--- config.mk ---
export PLATFORM = sky130hd
export DESIGN_NAME = lnk_msg_mover
export DESIGN_NICKNAME = d
export VERILOG_FILES = /design/src/rtl/lnk_msg_pkg.sv /design/src/rtl/lnk_msg_pace.sv /design/src/rtl/lnk_msg_cursor.sv /design/src/rtl/lnk_msg_wrgate.sv /design/src/rtl/lnk_msg_mover.sv
export SDC_FILE = /design/constraint.sdc
export NUM_CORES = 1
export LEC_CHECK = 0
export BUFFER_PORTS_ARGS = -buffer_cell sky130_fd_sc_hd__buf_2
export CAP_MARGIN = 5
export CELL_PAD_IN_SITES_DETAIL_PLACEMENT = 1
export CELL_PAD_IN_SITES_GLOBAL_PLACEMENT = 1
export CORE_MARGIN = 2
export CORE_UTILIZATION = 40
export CTS_CLUSTER_DIAMETER = 150
export DETAILED_ROUTE_END_ITERATION = 8
export GPL_ROUTABILITY_DRIVEN = 0
export GPL_TIMING_DRIVEN = 0
export PLACE_DENSITY = 0.74
export SLEW_MARGIN = 20
export SYNTH_ARGS = -nofsm -noshare
export SYNTH_HDL_FRONTEND = slang
export SYNTH_SLANG_ARGS = --single-unit
export TNS_END_PERCENT = 10
--- constraint.sdc ---
create_clock -name clk -period 7.4 [get_ports clk]
set_input_delay 1.48 -clock clk [delete_from_list [all_inputs] [get_ports clk]]
set_output_delay 1.48 -clock clk [all_outputs]
set_load 0.02 [all_outputs]
--- src/rtl/lnk_msg_pkg.sv ---
package lnk_msg_pkg;
   typedef enum logic {
      ST_IDLE = 1'b0,
      ST_MOVE = 1'b1
   } mover_state_e;
endpackage

--- src/rtl/lnk_msg_pace.sv ---
// Enforces the minimum cycle cost of an operation.
module lnk_msg_pace #(
   parameter int unsigned WORD_W  = 32,
   parameter int unsigned SEL_W   = 2,
   parameter int unsigned OVH_OUT = 20,
   parameter int unsigned OVH_IN  = 18
) (
   input  logic              clk,
   input  logic              rst_n,
   input  logic              load_i,
   input  logic              run_i,
   input  logic              dir_out_i,
   input  logic [WORD_W-1:0] len_i,
   output logic              min_met_o
);
   localparam int unsigned CNT_W = WORD_W + 2;

   logic [WORD_W-1:0] words;
   logic [CNT_W-1:0]  target_d;
   logic [CNT_W-1:0]  target_q;
   logic [CNT_W-1:0]  elapsed_q;

   // ceil(len / bytes-per-word)
   assign words = {{SEL_W{1'b0}}, len_i[WORD_W-1:SEL_W]}
                + WORD_W'(|len_i[SEL_W-1:0]);
   assign target_d = ({2'b00, words} << 1)
                   + (dir_out_i ? CNT_W'(OVH_OUT) : CNT_W'(OVH_IN));

   always_ff @(posedge clk or negedge rst_n) begin
      if (!rst_n) begin
         target_q  <= '0;
         elapsed_q <= '0;
      end else if (load_i) begin
         target_q  <= target_d;
         elapsed_q <= CNT_W'(1);
      end else if (run_i && (elapsed_q < target_q)) begin
         elapsed_q <= elapsed_q + CNT_W'(1);
      end
   end

   assign min_met_o = (elapsed_q >= target_q);

   // counter saturates at the target while running
   p_elapsed_cap_r4: assert property (@(posedge clk) disable iff (!rst_n)
      (run_i && !load_i && min_met_o) |=> (elapsed_q == target_q) || $past(load_i));
endmodule

--- src/rtl/lnk_msg_cursor.sv ---
// Address and remaining-byte tracking for one message.
module lnk_msg_cursor #(
   parameter int unsigned WORD_W = 32
) (
   input  logic              clk,
   input  logic              rst_n,
   input  logic              load_i,
   input  logic              step_i,
   input  logic [WORD_W-1:0] base_i,
   input  logic [WORD_W-1:0] len_i,
   output logic [WORD_W-1:0] addr_o,
   output logic              empty_o
);
   logic [WORD_W-1:0] addr_q;
   logic [WORD_W-1:0] rem_q;

   always_ff @(posedge clk or negedge rst_n) begin
      if (!rst_n) begin
         addr_q <= '0;
         rem_q  <= '0;
      end else if (load_i) begin
         addr_q <= base_i;
         rem_q  <= len_i;
      end else if (step_i) begin
         addr_q <= addr_q + WORD_W'(1);
         rem_q  <= rem_q - WORD_W'(1);
      end
   end

   assign addr_o  = addr_q;
   assign empty_o = (rem_q == '0);

   // no byte moves once the message is exhausted
   p_step_live_r2: assert property (@(posedge clk) disable iff (!rst_n)
      step_i |-> !empty_o);
   // each step advances the address by one
   p_step_incr_r2: assert property (@(posedge clk) disable iff (!rst_n)
      (step_i && !load_i) |=> (addr_o == $past(addr_o) + WORD_W'(1)));
endmodule

--- src/rtl/lnk_msg_wrgate.sv ---
// Decides whether a byte write may reach memory.
module lnk_msg_wrgate #(
   parameter int unsigned      WORD_W = 32,
   parameter bit               GUARD  = 1'b1,
   parameter logic [WORD_W-1:0] RAM_LO = '0,
   parameter logic [WORD_W-1:0] RAM_HI = '1
) (
   input  logic [WORD_W-1:0] addr_i,
   output logic              allow_o
);
   generate
      if (GUARD) begin : g_window
         assign allow_o = (addr_i >= RAM_LO) && (addr_i <= RAM_HI);
      end else begin : g_open
         assign allow_o = 1'b1;
      end
   endgenerate
endmodule

--- src/rtl/lnk_msg_mover.sv ---
module lnk_msg_mover
   import lnk_msg_pkg::*;
#(
   parameter int unsigned BYTES_PER_WORD = 4,
   parameter int unsigned OVH_OUT        = 20,
   parameter int unsigned OVH_IN         = 18,
   parameter bit          WRITE_GUARD    = 1'b1,
   parameter logic [8*BYTES_PER_WORD-1:0] OUT_CHAN = 'h8000_0000,
   parameter logic [8*BYTES_PER_WORD-1:0] IN_CHAN  = 'h8000_0004,
   parameter logic [8*BYTES_PER_WORD-1:0] RAM_LO   = 'h80,
   parameter logic [8*BYTES_PER_WORD-1:0] RAM_HI   = 'hFFFF
) (
   input  logic                        clk,
   input  logic                        rst_n,
   input  logic                        start_i,
   input  logic                        dir_out_i,
   input  logic [8*BYTES_PER_WORD-1:0] len_i,
   input  logic [8*BYTES_PER_WORD-1:0] chan_i,
   input  logic [8*BYTES_PER_WORD-1:0] base_i,
   output logic [8*BYTES_PER_WORD-1:0] mem_addr_o,
   input  logic [7:0]                  mem_rdata_i,
   output logic                        mem_we_o,
   output logic [7:0]                  mem_wdata_o,
   output logic                        tx_valid_o,
   input  logic                        tx_ready_i,
   output logic [7:0]                  tx_data_o,
   input  logic                        rx_valid_i,
   output logic                        rx_ready_o,
   input  logic [7:0]                  rx_data_i,
   output logic                        busy_o,
   output logic                        done_o,
   output logic                        err_o
);
   localparam int unsigned WORD_W = 8 * BYTES_PER_WORD;
   localparam int unsigned SEL_W  = $clog2(BYTES_PER_WORD);

   // elaboration-time parameter checks
   generate
      if (BYTES_PER_WORD < 2 || (BYTES_PER_WORD & (BYTES_PER_WORD - 1)) != 0) begin : g_bad_bpw
         $error("BYTES_PER_WORD must be a power of two, at least 2");
      end
      if (OUT_CHAN[SEL_W-1:0] != '0 || IN_CHAN[SEL_W-1:0] != '0) begin : g_bad_align
         $error("channel addresses must be word aligned");
      end
      if (OUT_CHAN == IN_CHAN) begin : g_bad_chan
         $error("channel addresses must differ");
      end
      if (RAM_LO > RAM_HI) begin : g_bad_ram
         $error("RAM window is empty");
      end
   endgenerate

   mover_state_e state_q;
   logic         is_out_q;
   logic         done_q;
   logic         err_q;
   logic         chan_ok;
   logic         accept;
   logic         reject;
   logic         empty;
   logic         min_met;
   logic         wr_allow;
   logic         moving;
   logic         hs_tx;
   logic         hs_rx;
   logic         finish;
   logic [WORD_W-1:0] cur_addr;

   assign moving  = (state_q == ST_MOVE);
   assign chan_ok = dir_out_i ? (chan_i == OUT_CHAN) : (chan_i == IN_CHAN);
   assign accept  = start_i && !moving && chan_ok;
   assign reject  = start_i && !moving && !chan_ok;

   assign tx_valid_o = moving && is_out_q && !empty;
   assign rx_ready_o = moving && !is_out_q && !empty;
   assign hs_tx      = tx_valid_o && tx_ready_i;
   assign hs_rx      = rx_ready_o && rx_valid_i;
   assign finish     = moving && empty && min_met;

   lnk_msg_cursor #(.WORD_W(WORD_W)) u_cursor (
      .clk     (clk),
      .rst_n   (rst_n),
      .load_i  (accept),
      .step_i  (hs_tx || hs_rx),
      .base_i  (base_i),
      .len_i   (len_i),
      .addr_o  (cur_addr),
      .empty_o (empty)
   );

   lnk_msg_pace #(
      .WORD_W (WORD_W),
      .SEL_W  (SEL_W),
      .OVH_OUT(OVH_OUT),
      .OVH_IN (OVH_IN)
   ) u_pace (
      .clk       (clk),
      .rst_n     (rst_n),
      .load_i    (accept),
      .run_i     (moving),
      .dir_out_i (dir_out_i),
      .len_i     (len_i),
      .min_met_o (min_met)
   );

   lnk_msg_wrgate #(
      .WORD_W(WORD_W),
      .GUARD (WRITE_GUARD),
      .RAM_LO(RAM_LO),
      .RAM_HI(RAM_HI)
   ) u_wrgate (
      .addr_i  (cur_addr),
      .allow_o (wr_allow)
   );

   always_ff @(posedge clk or negedge rst_n) begin
      if (!rst_n) begin
         state_q  <= ST_IDLE;
         is_out_q <= 1'b0;
         done_q   <= 1'b0;
         err_q    <= 1'b0;
      end else begin
         done_q <= finish;
         err_q  <= reject;
         if (accept) begin
            state_q  <= ST_MOVE;
            is_out_q <= dir_out_i;
         end else if (finish) begin
            state_q <= ST_IDLE;
         end
      end
   end

   assign mem_addr_o  = cur_addr;
   assign mem_we_o    = hs_rx && wr_allow;
   assign mem_wdata_o = rx_data_i;
   assign tx_data_o   = mem_rdata_i;
   assign busy_o      = moving;
   assign done_o      = done_q;
   assign err_o       = err_q;

   // the two streams never run together
   p_one_stream_r1: assert property (@(posedge clk) disable iff (!rst_n)
      !(tx_valid_o && rx_ready_o));
   // a stalled byte is held with its address
   p_hold_tx_r2: assert property (@(posedge clk) disable iff (!rst_n)
      (tx_valid_o && !tx_ready_i) |=> (tx_valid_o && $stable(mem_addr_o)));
   // done is a single-cycle pulse
   p_done_pulse_r4: assert property (@(posedge clk) disable iff (!rst_n)
      done_o |=> !done_o);
   // done follows the end of a busy period
   p_done_after_busy_r4: assert property (@(posedge clk) disable iff (!rst_n)
      $rose(done_o) |-> $past(busy_o) && !busy_o);
   // writes stay inside the RAM window
   p_we_in_ram_r5: assert property (@(posedge clk) disable iff (!rst_n)
      mem_we_o |-> (mem_addr_o >= RAM_LO) && (mem_addr_o <= RAM_HI));
   // a refused start leaves the engine idle
   p_err_quiet_r7: assert property (@(posedge clk) disable iff (!rst_n)
      err_o |-> !busy_o && !done_o && !tx_valid_o && !rx_ready_o);
   // a start while busy changes nothing
   p_busy_ignore_r8: assert property (@(posedge clk) disable iff (!rst_n)
      (busy_o && start_i && !finish) |=> busy_o && $stable(is_out_q));
   // an idle engine moves nothing
   p_idle_quiet_r9: assert property (@(posedge clk) disable iff (!rst_n)
      !busy_o |-> !tx_valid_o && !rx_ready_o && !mem_we_o);
endmodule

* Word level (Yosys, flattened, before mapping)
Cells that the tools add are included. W data, S select, Z words.
Operators by class: $lt $le $gt $ge 4, reduce and logical (&&, ||, !) cells 24, $add $sub $neg 5, mux-type cells 10, equal/unequal tests 2
Operator list (number):
- $mux W32 | 4
- $mux W34 | 2
- $eq A32 B32 Y1 const B | 2
- $add A33 B34 Y34 | 1
- $add A34 B1 Y34 const B | 1
- $ge A34 B34 Y1 | 1
- $lt A34 B34 Y1 | 1
- $add A32 B1 Y32 const B | 1
- $ge A32 B8 Y1 const B | 1
- $le A32 B16 Y1 const B | 1
- $logic_not A32 Y1 | 1
- $sub A32 B1 Y32 const B | 1
- $add A30 B1 Y31 | 1
- $logic_and A1 B1 Y1 | 14
- $reduce_bool A2 Y1 | 3
- $logic_not A1 Y1 | 4
- $mux W1 | 3
- $mux W3 | 1
- $reduce_or A2 Y1 | 1
- $logic_or A1 B1 Y1 | 1
Word-level totals: bits in registers 136, output and inout bits 54, word-level logic and storage cells 53

* Logic depth before layout (Yosys ltp)
Gate-level depths: netlist (run 1).
depth in word-level cells 7, gate-level depth with buffers 13, depth with buffers taken out 11

* Hierarchy
From an unflattened synthesis (run 1), not the netlist that was laid out.
Second synthesis, totals: cells, all modules 1091, area total of the unflattened synthesis 9444.1 um2
Modules (own cells, without submodules):
- lnk_msg_pace | area an instance 5188.7 um2, times used 1, sequential area each 1651.6 um2, cells each 601
- lnk_msg_cursor | area an instance 3753.6 um2, times used 1, sequential area each 1601.5 um2, cells each 436
- lnk_msg_mover | area an instance 424.2 um2, times used 1, sequential area each 100.1 um2, cells each 45
- lnk_msg_wrgate | area an instance 77.6 um2, times used 1, sequential area each 0.0 um2, cells each 9

* Least setup slack after synthesis (run 1)
No wires, ideal clock.
path type input port to flip-flop, from input len_i[0], to register u_pace.target_q[20], arrival time 4272 ps, library setup time 95 ps, buffers on the path 0, path slack 3033 ps, cell stages on the path 11, required time 7305 ps, cell sequence or2_2 ha_1 ha_1 ha_1 a21oi_1 o22ai_1 a222oi_1 nor2_1 and3_1 and4_1 o31ai_1
Between the ends: longest elaborated chain between the ends 3
RTL lines:
- start: declaration | RTL line lnk_msg_mover.sv:17 | input logic [8*BYTES_PER_WORD-1:0] len_i,
- $reduce_or A2 Y1 | RTL line lnk_msg_pace.sv:25 | + WORD_W'(|len_i[SEL_W-1:0]);
- $add A30 B1 Y31 | RTL line lnk_msg_pace.sv:25
- $add A33 B34 Y34 | RTL line lnk_msg_pace.sv:27 | + (dir_out_i ? CNT_W'(OVH_OUT) : CNT_W'(OVH_IN));
- end signal: assignment | RTL line lnk_msg_pace.sv:34 | target_q <= target_d;
- end: declaration | RTL line lnk_msg_pace.sv:20 | logic [CNT_W-1:0] target_q;
Every way passes these cells. A chain may end at the register's enable or synchronous reset.

* Final worst setup path (run 1)
Same ends and word-level chain as after synthesis.

==> results of run 1 <==
## worst max-delay path, cell delays in order
cell and delay [ps]:
buf_2 100, or2_2 300, ha_1 290, ha_1 360, ha_1 290, a21oi_1 290
o22ai_1 140, a222oi_1 780, nor2_1 290, and3_1 290, and4_1 190, o31ai_1 210
## cell usage after synthesis, drive strengths merged, types with 7 or more instances
master  number
and3        29
ha          40
nor2        72
o211ai      18
nand2b      14
o22ai        9
nand2      122
o311ai       9
nor4        27
a21o        14
a31oi        9
o21ai       65
nand3       53
a211oi      15
mux2i       15
or4         24
and2        13
a221o       15
inv         59
buf         46
nor3        30
nand4       42
and4        14
a311oi       7
or3         12
xnor2       19
a21oi       61
xor2        15
dfrtp      134
o31ai       22
clkbuf      37
## routing by layer
| metal | track usage [%] | part of all wire (%) |
|---|---|---|
| met3 | 3.69 | 4.2 |
| met1 | 34.9 | 43 |
| met5 | 0 | 0 |
| met2 | 47.7 | 50 |
| met4 | 9.92 | 2.5 |
## power breakdown
group	switching (W)	internal (W)	leakage, nW
clock network	0.000357	0.000559	0.291
logic	0.000350	0.000206	3.19
registers	0.0000936	0.000803	1.56
## logic make-up (layout without fill, tap and decap cells)
family	count (synthesis)	count (layout)
mux	16	16
simple gates	483	483
flops	134	134
buf+inv	142	324
compound gates	296	296
xor+xnor	34	34
fa+ha+maj	41	41
## registers in the layout, indices dropped and copies added, names as in the netlist
| name | flops |
|---|---|
| u_pace.elapsed_q | 34 |
| err_o | 1 |
| done_o | 1 |
| busy_o | 1 |
| u_pace.target_q | 32 |
| u_cursor.addr_o | 32 |
| u_cursor.rem_q | 32 |
| is_out_q | 1 |
## per-stage QoR
stage / setup slack, ps / total power, W / std cells / instance area (um2) / hold slack, ps
after floorplan: 3030 / 0.00124 / 1146 / 9690 / 443
after global placement: 2340 / 0.00144 / 1616 / 10800 / 461
after detailed placement: 2290 / 0.00145 / 1617 / 10900 / 470
after CTS: 2730 / 0.00237 / 1647 / 11500 / 481
after global routing: 2600 / 0.00247 / 1647 / 11500 / 507
final: 2720 / 0.00237 / 1647 / 11500 / 476
## path summary, 6_finish.rpt
check / startpoint / to / slack, ps
setup / recovery: len_i[0] / u_pace.target_q[20] / 2720
hold / removal: u_pace.target_q[21] / u_pace.target_q[21] / 480
setup reg to reg: u_cursor.rem_q[0] / u_cursor.rem_q[30] / 3810
hold reg to reg: u_pace.target_q[21] / u_pace.target_q[21] / 480
max in group asynchronous: rst_n / u_cursor.rem_q[16] / 5660
min in group asynchronous: rst_n / u_pace.elapsed_q[29] / 970
## final cells by class
| type | count | share of cell area (%) |
|---|---|---|
| multi-input cells | 870 | 49.5 |
| well taps | 319 | 3.47 |
| repair buffers | 152 | 6.90 |
| clock buffers | 17 | 3.70 |
| inverters | 59 | 1.93 |
| flip-flops and latches | 134 | 29.2 |
| plain buffers | 83 | 3.73 |
| clock inverters | 13 | 1.60 |
==> flow_summary.yaml, run 1 <==
worst_setup_path:
  start_kind: "primary input"
  critical_path_class: "in -> reg"
  cp.arrival_ps: 5020
  r2r_cells: 12
  cp-end-kind: "flip-flop"
  worstPathRequired_ps: 7730
  critPathMaxFanout: 7
floorplanning:
  dieArea_um2: 25500
  start_util_pct: 41.1
  core_um2: 23600
  fp.dieW_um: 160
  num_io_pins: 172
  dieHeight_um: 160
  core.rowCount: 56
worst_hold_path:
  min_path_cells: 2
  hold_path.class: "reg -> reg"
clocking:
  cts_buffer_depth: 2
  clk-insertion-delay-late_ps: 430
  clkTransAtPathRegs_ps: 60
  cts-htree-levels: 4
  cts_tree: "done"
  ctsResizeCount: 0
  post-cts-setup-buffer-count: 0
  cts_inserted_buffers: 17
  cts_hold_buffers: 0
  cts.sinks: 134
  clockRootBuffer: "clkbuf_16"
yosys:
  async_flop_share_pct: 100
  synthAdderAreaFrac_pct: 5.37
  avgSynthCellArea_um2: 8.46
  synth-edff-count: 0
  syn-num-nets: 1305
  synth-simple-area-share_pct: 27.3
  synth_area_leaders: "dfrtp_1, ha_1, nand2_1"
  syn_area_um2: 9690
  yosys.area.top_type_share_pct: 34.6
  syn-instance-count: 1146
  synth_top_area_cell: "dfrtp_1"
  synth_cell_types: 86
  synth-compound-area-share_pct: 21.3
  synth-seq-cells: 134
  synth_top_family_by_area: "simple AND/OR/NAND/NOR gates"
  ys_seq_area_share_pct: 34.6
  synth_ff_type: "dfrtp_1"
  yosys_warnings: 0
  synthXorXnorAreaFrac_pct: 3.07
  synthMuxAreaShare_pct: 1.67
timing:
  hold_viol_final: 0
  fmax_mhz: 213
  fin_crit_ps: 4680
  setup_viol: 0
  finalClockSkew_ps: 10.5
  grt_setup_unrepaired: "false"
  tightest_slew_ps: 929
  slew-limit-headroom_pct: 37.5
  finalCritPeriodShare_pct: 63.3
  maxSlewViolCount: 0
  finalSetupTns_ps: 0
grt:
  grt_max_degree: 70
  grt_pass1_vias: 10300
  grt-ovfl-total: 0
  grt_usage_pct: 27.5
  antenna_found_initial: 0
  grt_pass1_wl_um: 56100
final_layout:
  final_layout_size_suffix_gt1_share_pct: 19.5
  final_util_pct: 48.7
  regArea_um2: 3350
  multiInputGateArea_um2: 5690
  area_growth_pct: 18.6
  fill_cells: 2890
  layout_common_cells: "buf_2, dfrtp_1, nand2_1, nor2_1, o21ai_0"
  insertedDiodeCount: 0
  final_nets: 1476
  mostFrequentLayoutCell: "buf_2"
power_and_ir_drop:
  peakVddDrop_uv: 130
  powerDensity_nw_per_um2: 206
  p_leak_nw: 5.03
routing:
  first_iter_violations: 692
  wire_per_inst_um: 21.1
  drc: 0
  ant_nets: 0
  avgViaCountPerCell: 6.00
  routed_wl_um: 34800
  drt-pass1-iter-count: 5
  num_vias: 9885
job:
  maxCapViolCount: 0
placement:
  io_buffers: 151
  dp_hpwl_um: 26100
run_status:
  status: "finished, final reports clean"
Power figures use the tool's default switching activity.
==> run 2: changes to the inputs <==
Settings changed: CORE_UTILIZATION 40 to 39, PLACE_DENSITY 0.74 to 0.75.
Clock period 7.4 ns to 4 ns, I/O delays scaled along.
==> run 2 against run 1 <==
Sequential cell count unchanged; die area increased by 2.5%; critical path type unchanged; sequential share of layout area is 0.10 points lower; hold slack got worse by 230 ps; first-iteration DRC count shrank 13%; clock power is 83% higher; global-route usage shrank 0.58 points; cell count up 0.61%; clock skew rose by 7.4 ps; combinational power up 87%; register-to-register slack worse by 3200 ps; critical endpoint is now u_pace.target_q[22]; cell area rose by 0.35%.
==> flow_summary.yaml, run 2 (synthesis gave the netlist of run 1 again) <==
worst_setup_path:
  cpMaxStageDelayCell: "a221oi_1"
  cp-end-kind: "flip-flop"
  max_stage_delay_ps: 430
  critical_path_class: "in -> reg"
  crit_family: "compound AO/OA/AOI/OAI gates"
  critPathMaxFanout: 10
  cp.arrival_ps: 4030
  cp.buffers_inverters: 4
  worstPathRequired_ps: 4280
  start_kind: "primary input"
  path_cells: "buf_2, or2_2, ha_1, ha_1, buf_2, and3_1, buf_4, o21ai_0, o21ai_0, a221oi_1, and4_1, buf_2, xor2_1, o21ai_0"
power_and_ir_drop:
  switching_share_pct: 34.4
  p_leak_nw: 5.04
  p_clk_share_pct: 38.4
  power.total_w: 0.00438
  peakVddDrop_uv: 289
  combPwrFrac_pct: 23.7
  switchingPower_w: 0.00151
  power_frac_seq_pct: 37.9
  powerDensity_nw_per_um2: 380
  power.internal_w: 0.00287
timing:
  setup_viol: 0
  slew-limit-headroom_pct: 38.1
  tightest_slew_ps: 929
  finalClockSkew_ps: 17.9
  fin_ws_ps: 248
  maxSlewViolCount: 0
  fmax_mhz: 266
  hold_viol_final: 0
  fin_crit_ps: 3750
  finalCritPeriodShare_pct: 93.8
  grt_setup_unrepaired: "false"
grt:
  grt-ovfl-total: 0
  antenna_found_initial: 1
  grt_usage_pct: 26.9
  grt_pass1_wl_um: 55700
  grt_max_degree: 93
  grt_pass1_vias: 10200
floorplanning:
  dieArea_um2: 26100
  fp.dieW_um: 162
  core_um2: 24400
  start_util_pct: 39.7
  num_io_pins: 172
  dieHeight_um: 162
  core.rowCount: 57
routing:
  drt-pass1-iter-count: 5
  routed_wl_um: 34700
  first_iter_violations: 604
  drc: 0
  ant_nets: 0
  avgViaCountPerCell: 5.94
  num_vias: 9836
  wire_per_inst_um: 20.9
placement:
  io_buffers: 151
  dp_slack_ps: -457
  dp_hpwl_um: 25900
final_layout:
  largest_reg_flops: 34
  fill_cells: 2984
  regArea_um2: 3350
  final_nets: 1478
  area_growth_pct: 19.0
  final_layout_size_suffix_gt1_share_pct: 19.7
  regMostFlops: "u_pace.elapsed_q"
  multiInputGateArea_um2: 5700
  mostFrequentLayoutCell: "buf_2"
  layout_common_cells: "buf_2, dfrtp_1, nand2_1, nor2_1, o21ai_0"
clocking:
  clockRootBuffer: "clkbuf_16"
  cts.sinks: 134
  cts_buffer_depth: 2
  cts-htree-levels: 4
  cts_inserted_buffers: 17
  clkTransAtPathRegs_ps: 70
  clk-insertion-delay-late_ps: 440
  cts_tree: "done"
job:
  maxCapViolCount: 0
worst_hold_path:
  hold_path.class: "in -> async"
run_status:
  status: "finished, final reports clean"
[run 2: cell types whose count changed in the layout (fill, tap and decap cells not counted), sizes merged]
cell      previous run  this run
clkinvlp             3         4
buf                198       200
diode                0         1
inv                 59        60
clkbuf              54        55
bufinv               4         3
[run 2: power by group through the flow]
stage | combinational [W] | clock [W] | sequential [W]
after global routing | 0.00114 | 0.00176 | 0.00168
final | 0.00104 | 0.00168 | 0.00166
after CTS | 0.00102 | 0.00170 | 0.00165
after floorplan | 0.000584 | 0 | 0.00171
after global placement | 0.000981 | 0 | 0.00167
after detailed placement | 0.00101 | 0 | 0.00167
[run 2: path summary, 6_finish.rpt]
path / depth (start not counted) / slack [ps] / start / end
max in group asynchronous: 2 / 2930 / rst_n / u_cursor.rem_q[8]
min reg2reg: 2 / 480 / u_pace.target_q[17] / u_pace.target_q[17]
min: 1 / 250 / rst_n / u_pace.elapsed_q[28]
min in group clk: 2 / 480 / u_pace.target_q[17] / u_pace.target_q[17]
max: 14 / 250 / len_i[0] / u_pace.target_q[22]
max reg2reg: 11 / 640 / u_cursor.rem_q[0] / u_cursor.rem_q[19]
[run 2: repair_timing]
action,4_1_cts,5_1_grt
pin swaps,1,0
setup endpoints to repair,1,1
endpoints found under the hold margin,0,0
resized for setup,0,1
hold buffers,0,0
buffers inserted,2,0
[run 2: layout make-up]
type / instances / share of cell area, %
well taps: 324 / 3.51
plain buffers: 83 / 3.72
flip-flops and latches: 134 / 29.1
diodes: 1 / 0.0217
clock inverters: 14 / 1.54
multi-input cells: 870 / 49.4
inverters: 59 / 1.92
repair buffers: 154 / 7.01
clock buffers: 18 / 3.81
[run 2: per-stage QoR]
stage          util, %  setup TNS [ps]  cells  hold slack (ps)  cell area (um2)
3_3_place_gp      44.5           -2760   1621              463            10900
2_1_floorplan        -               0   1146              443             9690
5_1_grt           47.3               0   1656              268            11500
4_1_cts           47.2               0   1656              263            11500
3_5_place_dp      44.7           -3770   1622              468            10900
6_report          47.3               0   1657              248            11500
[run 2: routing by layer]
| layer | vias to the layer above | share of wire (%) | global-route usage [%] |
|---|---|---|---|
| met5 | - | 0 | 0 |
| met4 | 0 | 1.9 | 8.00 |
| met2 | 258 | 50 | 47.1 |
| met1 | 4878 | 43 | 34.0 |
| li1 | 4645 | - | - |
| met3 | 55 | 5.0 | 4.55 |
